`src/rtl/gim_pkg.sv`:
```
package gim_pkg;

    // Class codes that the accounting itself depends on
    localparam int unsigned FU_CMP    = 2;
    localparam int unsigned FU_BRANCH = 3;
    localparam int unsigned FU_JUMP   = 4;
    localparam int unsigned FU_STORE  = 10;
    localparam int unsigned FU_LOAD   = 11;

    // Decoded view of one presented instruction
    typedef struct packed {
        logic valid;
        logic dep;
        logic is_load;
        logic is_store;
    } instr_ev_t;

    // Classes that may issue only once per group
    function automatic bit is_single_slot(input int unsigned code);
        return (code == FU_CMP) || (code == FU_BRANCH) || (code == FU_JUMP);
    endfunction

    function automatic int unsigned max2(input int unsigned a, input int unsigned b);
        return (a > b) ? a : b;
    endfunction

endpackage

```
`src/rtl/gim_sat_counter.sv`:
```
module gim_sat_counter #(
    parameter int unsigned W = 32
) (
    input  logic         clk,
    input  logic         clr,
    input  logic         inc,
    output logic [W-1:0] cnt
);
    localparam logic [W-1:0] TOP = '1;
    localparam logic [W-1:0] ONE = W'(1);

    logic [W-1:0] cnt_q;

    always_ff @(posedge clk) begin
        if (clr) begin
            cnt_q <= '0;
        end else if (inc && (cnt_q != TOP)) begin
            cnt_q <= cnt_q + ONE;
        end
    end

    assign cnt = cnt_q;
endmodule

```
`src/rtl/gim_class_budget.sv`:
```
module gim_class_budget #(
    parameter int unsigned CLS_W  = 4,
    parameter int unsigned BUD_W  = 2,
    parameter int unsigned WIDE   = 2,
    parameter int unsigned NARROW = 1
) (
    input  logic             clk,
    input  logic             clr,
    input  logic             adv,
    input  logic             grp_open,
    input  logic [CLS_W-1:0] cls,
    output logic [BUD_W-1:0] cur_bud
);
    import gim_pkg::*;

    localparam int unsigned NCLS = 1 << CLS_W;
    localparam logic [BUD_W-1:0] ONE = BUD_W'(1);

    logic [NCLS-1:0][BUD_W-1:0] bud_vec;

    for (genvar g = 0; g < NCLS; g++) begin : g_slot
        localparam logic [BUD_W-1:0] RELOAD =
            is_single_slot(g) ? BUD_W'(NARROW) : BUD_W'(WIDE);
        logic [BUD_W-1:0] q;
        logic             hit;

        assign hit = (cls == CLS_W'(g));

        always_ff @(posedge clk) begin
            if (clr) begin
                q <= '0;
            end else if (adv) begin
                if (grp_open) begin
                    q <= hit ? (RELOAD - ONE) : RELOAD;
                end else if (hit) begin
                    q <= q - ONE;
                end
            end
        end

        assign bud_vec[g] = q;
    end

    assign cur_bud = bud_vec[cls];
endmodule

```
`src/rtl/gim_group_ctrl.sv`:
```
module gim_group_ctrl #(
    parameter int unsigned BUD_W = 2,
    parameter int unsigned TOT_W = 3,
    parameter int unsigned GROUP = 2,
    parameter int unsigned INIT  = 4
) (
    input  logic             clk,
    input  logic             clr,
    input  gim_pkg::instr_ev_t ev,
    input  logic [BUD_W-1:0] cls_bud,
    output logic             grp_open,
    output logic             dep_break
);
    localparam logic [TOT_W-1:0] ONE = TOT_W'(1);

    logic [TOT_W-1:0] tot_q;
    logic             cls_empty;
    logic             tot_empty;

    assign cls_empty = (cls_bud == '0);
    assign tot_empty = (tot_q == '0);
    assign grp_open  = ev.valid && (cls_empty || ev.dep || tot_empty);
    assign dep_break = ev.valid && ev.dep;

    always_ff @(posedge clk) begin
        if (clr) begin
            tot_q <= TOT_W'(INIT);
        end else if (ev.valid) begin
            tot_q <= grp_open ? (TOT_W'(GROUP) - ONE) : (tot_q - ONE);
        end
    end
endmodule

```
`src/rtl/gim_issue_meter.sv`:
```
module gim_issue_meter #(
    parameter int unsigned CLS_W  = 4,
    parameter int unsigned CNT_W  = 32,
    parameter int unsigned WIDE   = 2,
    parameter int unsigned NARROW = 1,
    parameter int unsigned GROUP  = 2,
    parameter int unsigned INIT   = 4
) (
    input  logic             clk,
    input  logic             rst,
    input  logic             clr,
    input  logic             in_valid,
    input  logic [CLS_W-1:0] in_cls,
    input  logic             in_dep,
    output logic [CNT_W-1:0] supercycles,
    output logic [CNT_W-1:0] dep_breaks,
    output logic [CNT_W-1:0] loads,
    output logic [CNT_W-1:0] stores
);
    import gim_pkg::*;

    localparam int unsigned BUD_W = $clog2(max2(WIDE, NARROW) + 1);
    localparam int unsigned TOT_W = $clog2(max2(GROUP, INIT) + 1);

    logic             wipe;
    instr_ev_t        ev;
    logic [BUD_W-1:0] cls_bud;
    logic             grp_open;
    logic             dep_break;

    assign wipe        = rst || clr;
    assign ev.valid    = in_valid;
    assign ev.dep      = in_dep;
    assign ev.is_load  = in_valid && (in_cls == CLS_W'(FU_LOAD));
    assign ev.is_store = in_valid && (in_cls == CLS_W'(FU_STORE));

    gim_class_budget #(
        .CLS_W(CLS_W), .BUD_W(BUD_W), .WIDE(WIDE), .NARROW(NARROW)
    ) u_budget (
        .clk(clk), .clr(wipe), .adv(ev.valid), .grp_open(grp_open),
        .cls(in_cls), .cur_bud(cls_bud)
    );

    gim_group_ctrl #(
        .BUD_W(BUD_W), .TOT_W(TOT_W), .GROUP(GROUP), .INIT(INIT)
    ) u_ctrl (
        .clk(clk), .clr(wipe), .ev(ev), .cls_bud(cls_bud),
        .grp_open(grp_open), .dep_break(dep_break)
    );

    gim_sat_counter #(.W(CNT_W)) u_cnt_super (
        .clk(clk), .clr(wipe), .inc(grp_open), .cnt(supercycles));
    gim_sat_counter #(.W(CNT_W)) u_cnt_dep (
        .clk(clk), .clr(wipe), .inc(dep_break), .cnt(dep_breaks));
    gim_sat_counter #(.W(CNT_W)) u_cnt_load (
        .clk(clk), .clr(wipe), .inc(ev.is_load), .cnt(loads));
    gim_sat_counter #(.W(CNT_W)) u_cnt_store (
        .clk(clk), .clr(wipe), .inc(ev.is_store), .cnt(stores));
endmodule

```
`config.mk`:
```
export PLATFORM = sky130hd
export DESIGN_NAME = gim_issue_meter
export DESIGN_NICKNAME = d
export VERILOG_FILES = /design/src/rtl/gim_pkg.sv /design/src/rtl/gim_sat_counter.sv /design/src/rtl/gim_class_budget.sv /design/src/rtl/gim_group_ctrl.sv /design/src/rtl/gim_issue_meter.sv
export SDC_FILE = /design/constraint.sdc
export NUM_CORES = 1
export LEC_CHECK = 0
export BUFFER_PORTS_ARGS = -buffer_cell sky130_fd_sc_hd__buf_2
export CORE_MARGIN = 4
export CORE_UTILIZATION = 57
export DETAILED_ROUTE_END_ITERATION = 10
export PLACE_DENSITY = 0.86
export SLEW_MARGIN = 20
export SYNTH_ARGS = -nofsm -noshare
export SYNTH_HDL_FRONTEND = slang
export SYNTH_SLANG_ARGS = --single-unit
export TNS_END_PERCENT = 1
```
`constraint.sdc`:
```
create_clock -name clk -period 3 [get_ports clk]
set_input_delay 0.15 -clock clk [delete_from_list [all_inputs] [get_ports clk]]
set_output_delay 0.15 -clock clk [all_outputs]
set_load 0.02 [all_outputs]
```
==> metrics, run 1 <==
Synth Instances=1013; period utilization=88.7%; Crit-path slowest cell=nor3_1; Async SR Flop Fraction=0%; Final ANT Viol Nets=0; DRC=0; Final WS setup=0.340 ns; Die ar.=0.0163 mm^2; ANT cells=0; leakage power=3.61 nW; maxcap violations=0; final instance area=0.00964 mm^2; Layout Skew=0.00805 ns; Arrival @ worst endpoint=2.92 ns; core footprint=0.0140 mm^2; Area Growth Syn to Fin=17.7%; endpoints failing setup=0; Max VDD drop=0.420 mV; Placed Area=0.00901 mm^2; Distinct cells, synth=55; Netlist Area Pre-Place=0.00819 mm^2; placed cell count=1287; DR pass1 iterations=6; # rows=43; # IOs=137; DRT iter0 DRCs=724; initial antenna violation count=0; RSZ-0062 raised after global routing=no; outcome=completed; post-DR vias/cell=6.27; CTS tree=built; area occupied by multi-input gates=0.00464 mm^2; Clock Sinks=163; dpl ws=0.493 ns; final hold viol count=0; final net count=1141; CP Capture Type=flop; crit path cell chain=nand4_1 -> nor4_1 -> nand2_1 -> nor3_1 -> buf_4 -> or4_1 -> a21oi_1; cts hold-fix bufs=0; Final min period=2.66 ns; vias=8267; Total Power=4.72 mW; Slowest Stage Delay on Critical Path=0.63 ns; largest net degree at the start of global routing=86; Die Y-Extent=128 um; crit start category=flop; Max-slew headroom=33.6%; Routed Wire Length=21200 um; Skew-Pair Late Insertion Delay=0.43 ns; FF+latch count, synth=163; Resize count post-CTS=0; initial core utilization=58.5%; Synth Flop Type=dfxtp_1; number of flops mapped to enable cells by yosys=0; hold slack=0.177 ns; vias in the first global route=7488; GPL Wtd Cong=0.916; first-pass GRT wire length=35300 um; TritonCTS Buffers=17; fraction of layout cells with a size suffix above 1=17.0%; PortBufs=136; clock root cell=clkbuf_16; CTS H-tree lvls=4; total global-route track usage=25.6%; hpwl dp=14200 um; Final Core Density=68.9%; Slew @ Worst Pin=0.996 ns; fill count=1113; crit path kind=flop to flop; most frequent cells in the layout=dfxtp_1 (163), buf_2 (136), nor2_1 (101), nand2_1 (80), nand4_1 (67); fmax=0.376 GHz; Sequential Area=0.00326 mm^2; final global-route overflow total=0; hold crit path type=input pin to flop; sequential-to-total area share from yosys stat=39.9%; DR WL/cell=16.1 um; syn_area_per_cell=8.08 um^2; Setup TNS=0 ns; max-slew violations=0; PwrDens=489 mW/mm^2; commonest non-fill, non-tap cell in the layout=dfxtp_1; Die Wd=128 um; Max Buffers Root-to-Sink=2; Max Fanout on Critical Path=10; Syn Nets=1028; clock-pin slew on the worst setup and hold paths=0.06 ns; yosys warns=0; Worst EP required=3.26 ns; Post-Layout Cell Count=1319; post-CTS setup buffers=0
[where the power goes]
part	switching, mW	total (mW)	internal (mW)	leakage, nW
combinational	0.161	0.220	0.0587	1.99
sequential	0.0155	2.20	2.18	1.32
clock	0.889	2.30	1.41	0.302
[cell families after synthesis]
kind of cell	synth area share [%]
DFF	39.9
AOI/OAI and AO/OA	14.4
adders and majority gates	0.917
muxes	0.734
and+or+nand+nor	33.1
xor gates and xnor gates	7.38
buffers and inverters	3.64
[final cells by class]
cell class | count | area share, %
Multi-Input combinational cell | 774 | 48.1
Sequential cell | 163 | 33.9
Timing Repair Buffer | 151 | 8.49
Clock buffer | 18 | 4.56
Tap cell | 180 | 2.34
Clock inverter | 14 | 1.92
Inverter | 19 | 0.740
[routing by layer]
metal / GRT usage (%) / up-vias / wire length, um
met5: 0 / - / 0
met4: 9.30 / 0 / 457
met3: 4.79 / 46 / 1620
met2: 40.9 / 344 / 9770
met1: 34.5 / 3891 / 9330
li1: - / 3986 / -
[state kept, by name (all words and copies together) (netlist names)]
name               flops
u_budget.g_slot.q     32
u_cnt_load.cnt        32
u_cnt_super.cnt       32
u_cnt_store.cnt       32
u_ctrl.tot_q           3
u_cnt_dep.cnt         32
[synth_stat cells, drive strengths merged (25+ instances only)]
cell type,n,area (um^2)
dfxtp,163,3260
nor2,102,383
nand2,80,300
nand4,68,432
nand3,64,320
o21ai,61,305
a21oi,49,245
or3,47,294
clkbuf,46,173
xor2,44,385
and3,35,219
nor3,35,175
xnor2,25,219
[path summary, 6_finish.rpt]
kind | slack [ns] | endpoint | cells after the start | startpoint
setup / recovery | 0.34 | u_cnt_super.cnt[5]$_SDFFE_PP0P_ | 7 | u_cnt_super.cnt[13]$_SDFFE_PP0P_
setup reg to reg | 0.34 | u_cnt_super.cnt[5]$_SDFFE_PP0P_ | 7 | u_cnt_super.cnt[13]$_SDFFE_PP0P_
hold reg to reg | 0.46 | u_ctrl.tot_q[0]$_SDFFE_PP0P_ | 1 | u_ctrl.tot_q[0]$_SDFFE_PP0P_
hold / removal | 0.18 | u_cnt_super.cnt[12]$_SDFFE_PP0P_ | 3 | rst
[critical path: cells and delay by family (launching register included)]
kind / cells / cell delay, ns
simple gates: 5 / 1.69
compound gates: 1 / 0.06
flops: 1 / 0.46
buf+inv: 1 / 0.29
Note: power is estimated with default switching activity, not from simulation.
==> run 2: changes to the inputs <==
--- a/config.mk
+++ b/config.mk
@@ -6,10 +6,12 @@
 export NUM_CORES = 1
 export LEC_CHECK = 0
 export BUFFER_PORTS_ARGS = -buffer_cell sky130_fd_sc_hd__buf_2
+export CELL_PAD_IN_SITES_DETAIL_PLACEMENT = 1
+export CELL_PAD_IN_SITES_GLOBAL_PLACEMENT = 1
 export CORE_MARGIN = 4
-export CORE_UTILIZATION = 57
+export CORE_UTILIZATION = 42
 export DETAILED_ROUTE_END_ITERATION = 10
-export PLACE_DENSITY = 0.86
+export PLACE_DENSITY = 0.85
 export SLEW_MARGIN = 20
 export SYNTH_ARGS = -nofsm -noshare
 export SYNTH_HDL_FRONTEND = slang
==> run 2 against run 1 <==
Global-route usage is 2.4 points lower. Hold slack better by 0.0023 ns. Clock power is 2% higher. Worst setup slack better by 0.12 ns. Core utilization is 17 points lower. Critical path type unchanged. Power is 1.1% higher. Sequential power hardly changed. Via count hardly changed. Clock-buffer cell count is 4 higher. Highest routed layer unchanged.
==> metrics, run 2 (same netlist as run 1, synthesis figures left out) <==
final instance area=0.00977 mm^2 (was 0.00964 mm^2); Slew @ Worst Pin=1.02 ns (was 0.996 ns); vias=8263 (was 8267); Die Y-Extent=148 um (was 128 um); CP Capture Type=flop (unchanged); fill count=2330 (was 1113); most frequent cells in the layout=dfxtp_1 (163), buf_2 (136), nor2_1 (101), nand2_1 (80), nand4_1 (67) (unchanged); # IOs=137 (unchanged); DRT iter0 DRCs=517 (was 724); core footprint=0.0190 mm^2 (was 0.0140 mm^2); final global-route overflow total=0 (unchanged); clock-pin slew on the worst setup and hold paths=0.06 ns (about the same); initial antenna violation count=0 (unchanged); Register-to-Register Path Depth=6 (was 7); CTS H-tree lvls=4 (unchanged); PwrDens=488 mW/mm^2 (was 489 mW/mm^2); Routed Wire Length=25100 um (was 21200 um); Final ANT Viol Nets=0 (unchanged); Max-slew headroom=32.1% (was 33.6%); Slowest Stage Delay on Critical Path=0.60 ns (was 0.63 ns); Die Wd=148 um (was 128 um); Skew-Pair Late Insertion Delay=0.43 ns (about the same); DRC=0 (unchanged); total global-route track usage=23.2% (was 25.6%); commonest non-fill, non-tap cell in the layout=dfxtp_1 (unchanged); clock root cell=clkbuf_16 (unchanged); DR pass1 iterations=5 (was 6); hpwl dp=17200 um (was 14200 um); Crit-path slowest cell=nor4_2 (was nor3_1); Setup TNS=0 ns (unchanged); final net count=1146 (was 1141); Max VDD drop=0.387 mV (was 0.420 mV); Layout Skew=0.0101 ns (was 0.00805 ns); hold crit path type=input pin to flop (unchanged); PortBufs=136 (unchanged); ANT cells=0 (unchanged); Max Fanout on Critical Path=10 (unchanged); crit path cell chain=nand4_1 -> nor4_2 -> o2111ai_1 -> nor4_1 -> xnor2_1 -> nor2_1 (was nand4_1 -> nor4_1 -> nand2_1 -> nor3_1 -> buf_4 -> or4_1 -> a21oi_1); Clock Sinks=163 (unchanged); hold path depth=4 (was 3); Resize count post-CTS=0 (unchanged); Final min period=2.54 ns (was 2.66 ns); crit start category=flop (unchanged); DR WL/cell=17.9 um (was 16.1 um); fraction of layout cells with a size suffix above 1=17.1% (was 17.0%); endpoints failing setup=0 (unchanged); # rows=50 (was 43); max-slew violations=0 (unchanged); period utilization=84.7% (was 88.7%); CTS tree=built (unchanged); fmax=0.394 GHz (was 0.376 GHz); Die ar.=0.0218 mm^2 (was 0.0163 mm^2); vias in the first global route=8455 (was 7488); post-CTS setup buffers=0 (unchanged); met3 wire len=1050 um (was 1620 um); GPL Wtd Cong=0.861 (was 0.916); final hold viol count=0 (unchanged); first-pass GRT wire length=42600 um (was 35300 um); Max Buffers Root-to-Sink=2 (unchanged); cts hold-fix bufs=0 (unchanged); Arrival @ worst endpoint=2.82 ns (was 2.92 ns); TritonCTS Buffers=17 (unchanged); Worst EP required=3.28 ns (was 3.26 ns); outcome=completed (unchanged); maxcap violations=0 (unchanged); leakage power=3.62 nW (was 3.61 nW); initial core utilization=43.2% (was 58.5%); Placed Area=0.00915 mm^2 (was 0.00901 mm^2); metal2 WL=12200 um (was 9770 um); crit path kind=flop to flop (unchanged); Area Growth Syn to Fin=19.3% (was 17.7%); WL met1=11500 um (was 9330 um); DR top layer=met4 (unchanged); RSZ-0062 raised after global routing=no (unchanged); largest net degree at the start of global routing=84 (was 86); post-DR vias/cell=5.89 (was 6.27)
## run 2: changes by cell type in the layout (fill, tap and decap cells not counted)
cell        previous run  this run
buf_4                 13        18
clkbuf_1               0         3
clkinv_2               5         2
clkbuf_8               1         2
clkinvlp_4             3         2
inv_6                  1         0
## run 2: per-stage QoR
stage | std cells | utilization [%] | power, mW | setup WS, ns | hold slack [ns]
after global placement | 1372 | 48.3 | 2.47 | 0.637 | 0.449
final | 1403 | 51.5 | 4.77 | 0.459 | 0.179
after detailed placement | 1372 | 48.3 | 2.48 | 0.539 | 0.460
after floorplan | 1013 | - | 2.40 | 0.654 | 0.427
after global routing | 1403 | 51.5 | 4.94 | 0.248 | 0.196
after CTS | 1403 | 51.5 | 4.80 | 0.465 | 0.164
## run 2: area by class of cell
class                           count  area (um^2)  area share (%)
Tap cell                          260          325            3.33
Multi-Input combinational cell    774         4640            47.5
Timing Repair Buffer              156          856            8.76
Clock buffer                       22          464            4.75
Clock inverter                      9          154            1.58
Inverter                           19         71.3           0.730
Sequential cell                   163         3260            33.4
## run 2: path summary, 6_finish.rpt
path | startpoint | endpoint | slack (ns)
worst max-delay path | u_cnt_store.cnt[6]$_SDFFE_PP0P_ | u_cnt_store.cnt[31]$_SDFFE_PP0P_ | 0.46
worst min-delay path | in_valid | u_cnt_super.cnt[2]$_SDFFE_PP0P_ | 0.18
worst max register to register | u_cnt_store.cnt[6]$_SDFFE_PP0P_ | u_cnt_store.cnt[31]$_SDFFE_PP0P_ | 0.46
worst min register to register | u_ctrl.tot_q[0]$_SDFFE_PP0P_ | u_ctrl.tot_q[0]$_SDFFE_PP0P_ | 0.48
## run 2: report_power, final
part	leakage (nW)	switching, mW	internal, mW
Sequential	1.32	0.0160	2.18
Clock	0.296	0.903	1.43
Combinational	2.01	0.173	0.0616
## run 2: metal layers
layer  vias to the layer above  track usage [%]
li1                       3986                -
met1                      4071             30.0
met2                       171             39.0
met3                        35             4.60
met4                         0             7.27
met5                         -                0
## run 2: worst max-delay path: cells and delay by family, from the launching register on
kind,cells,cell delay (ns)
AND/OR/NAND/NOR,4,1.29
AO/OA/AOI/OAI,1,0.51
flip-flops,1,0.43
XOR/XNOR,1,0.16
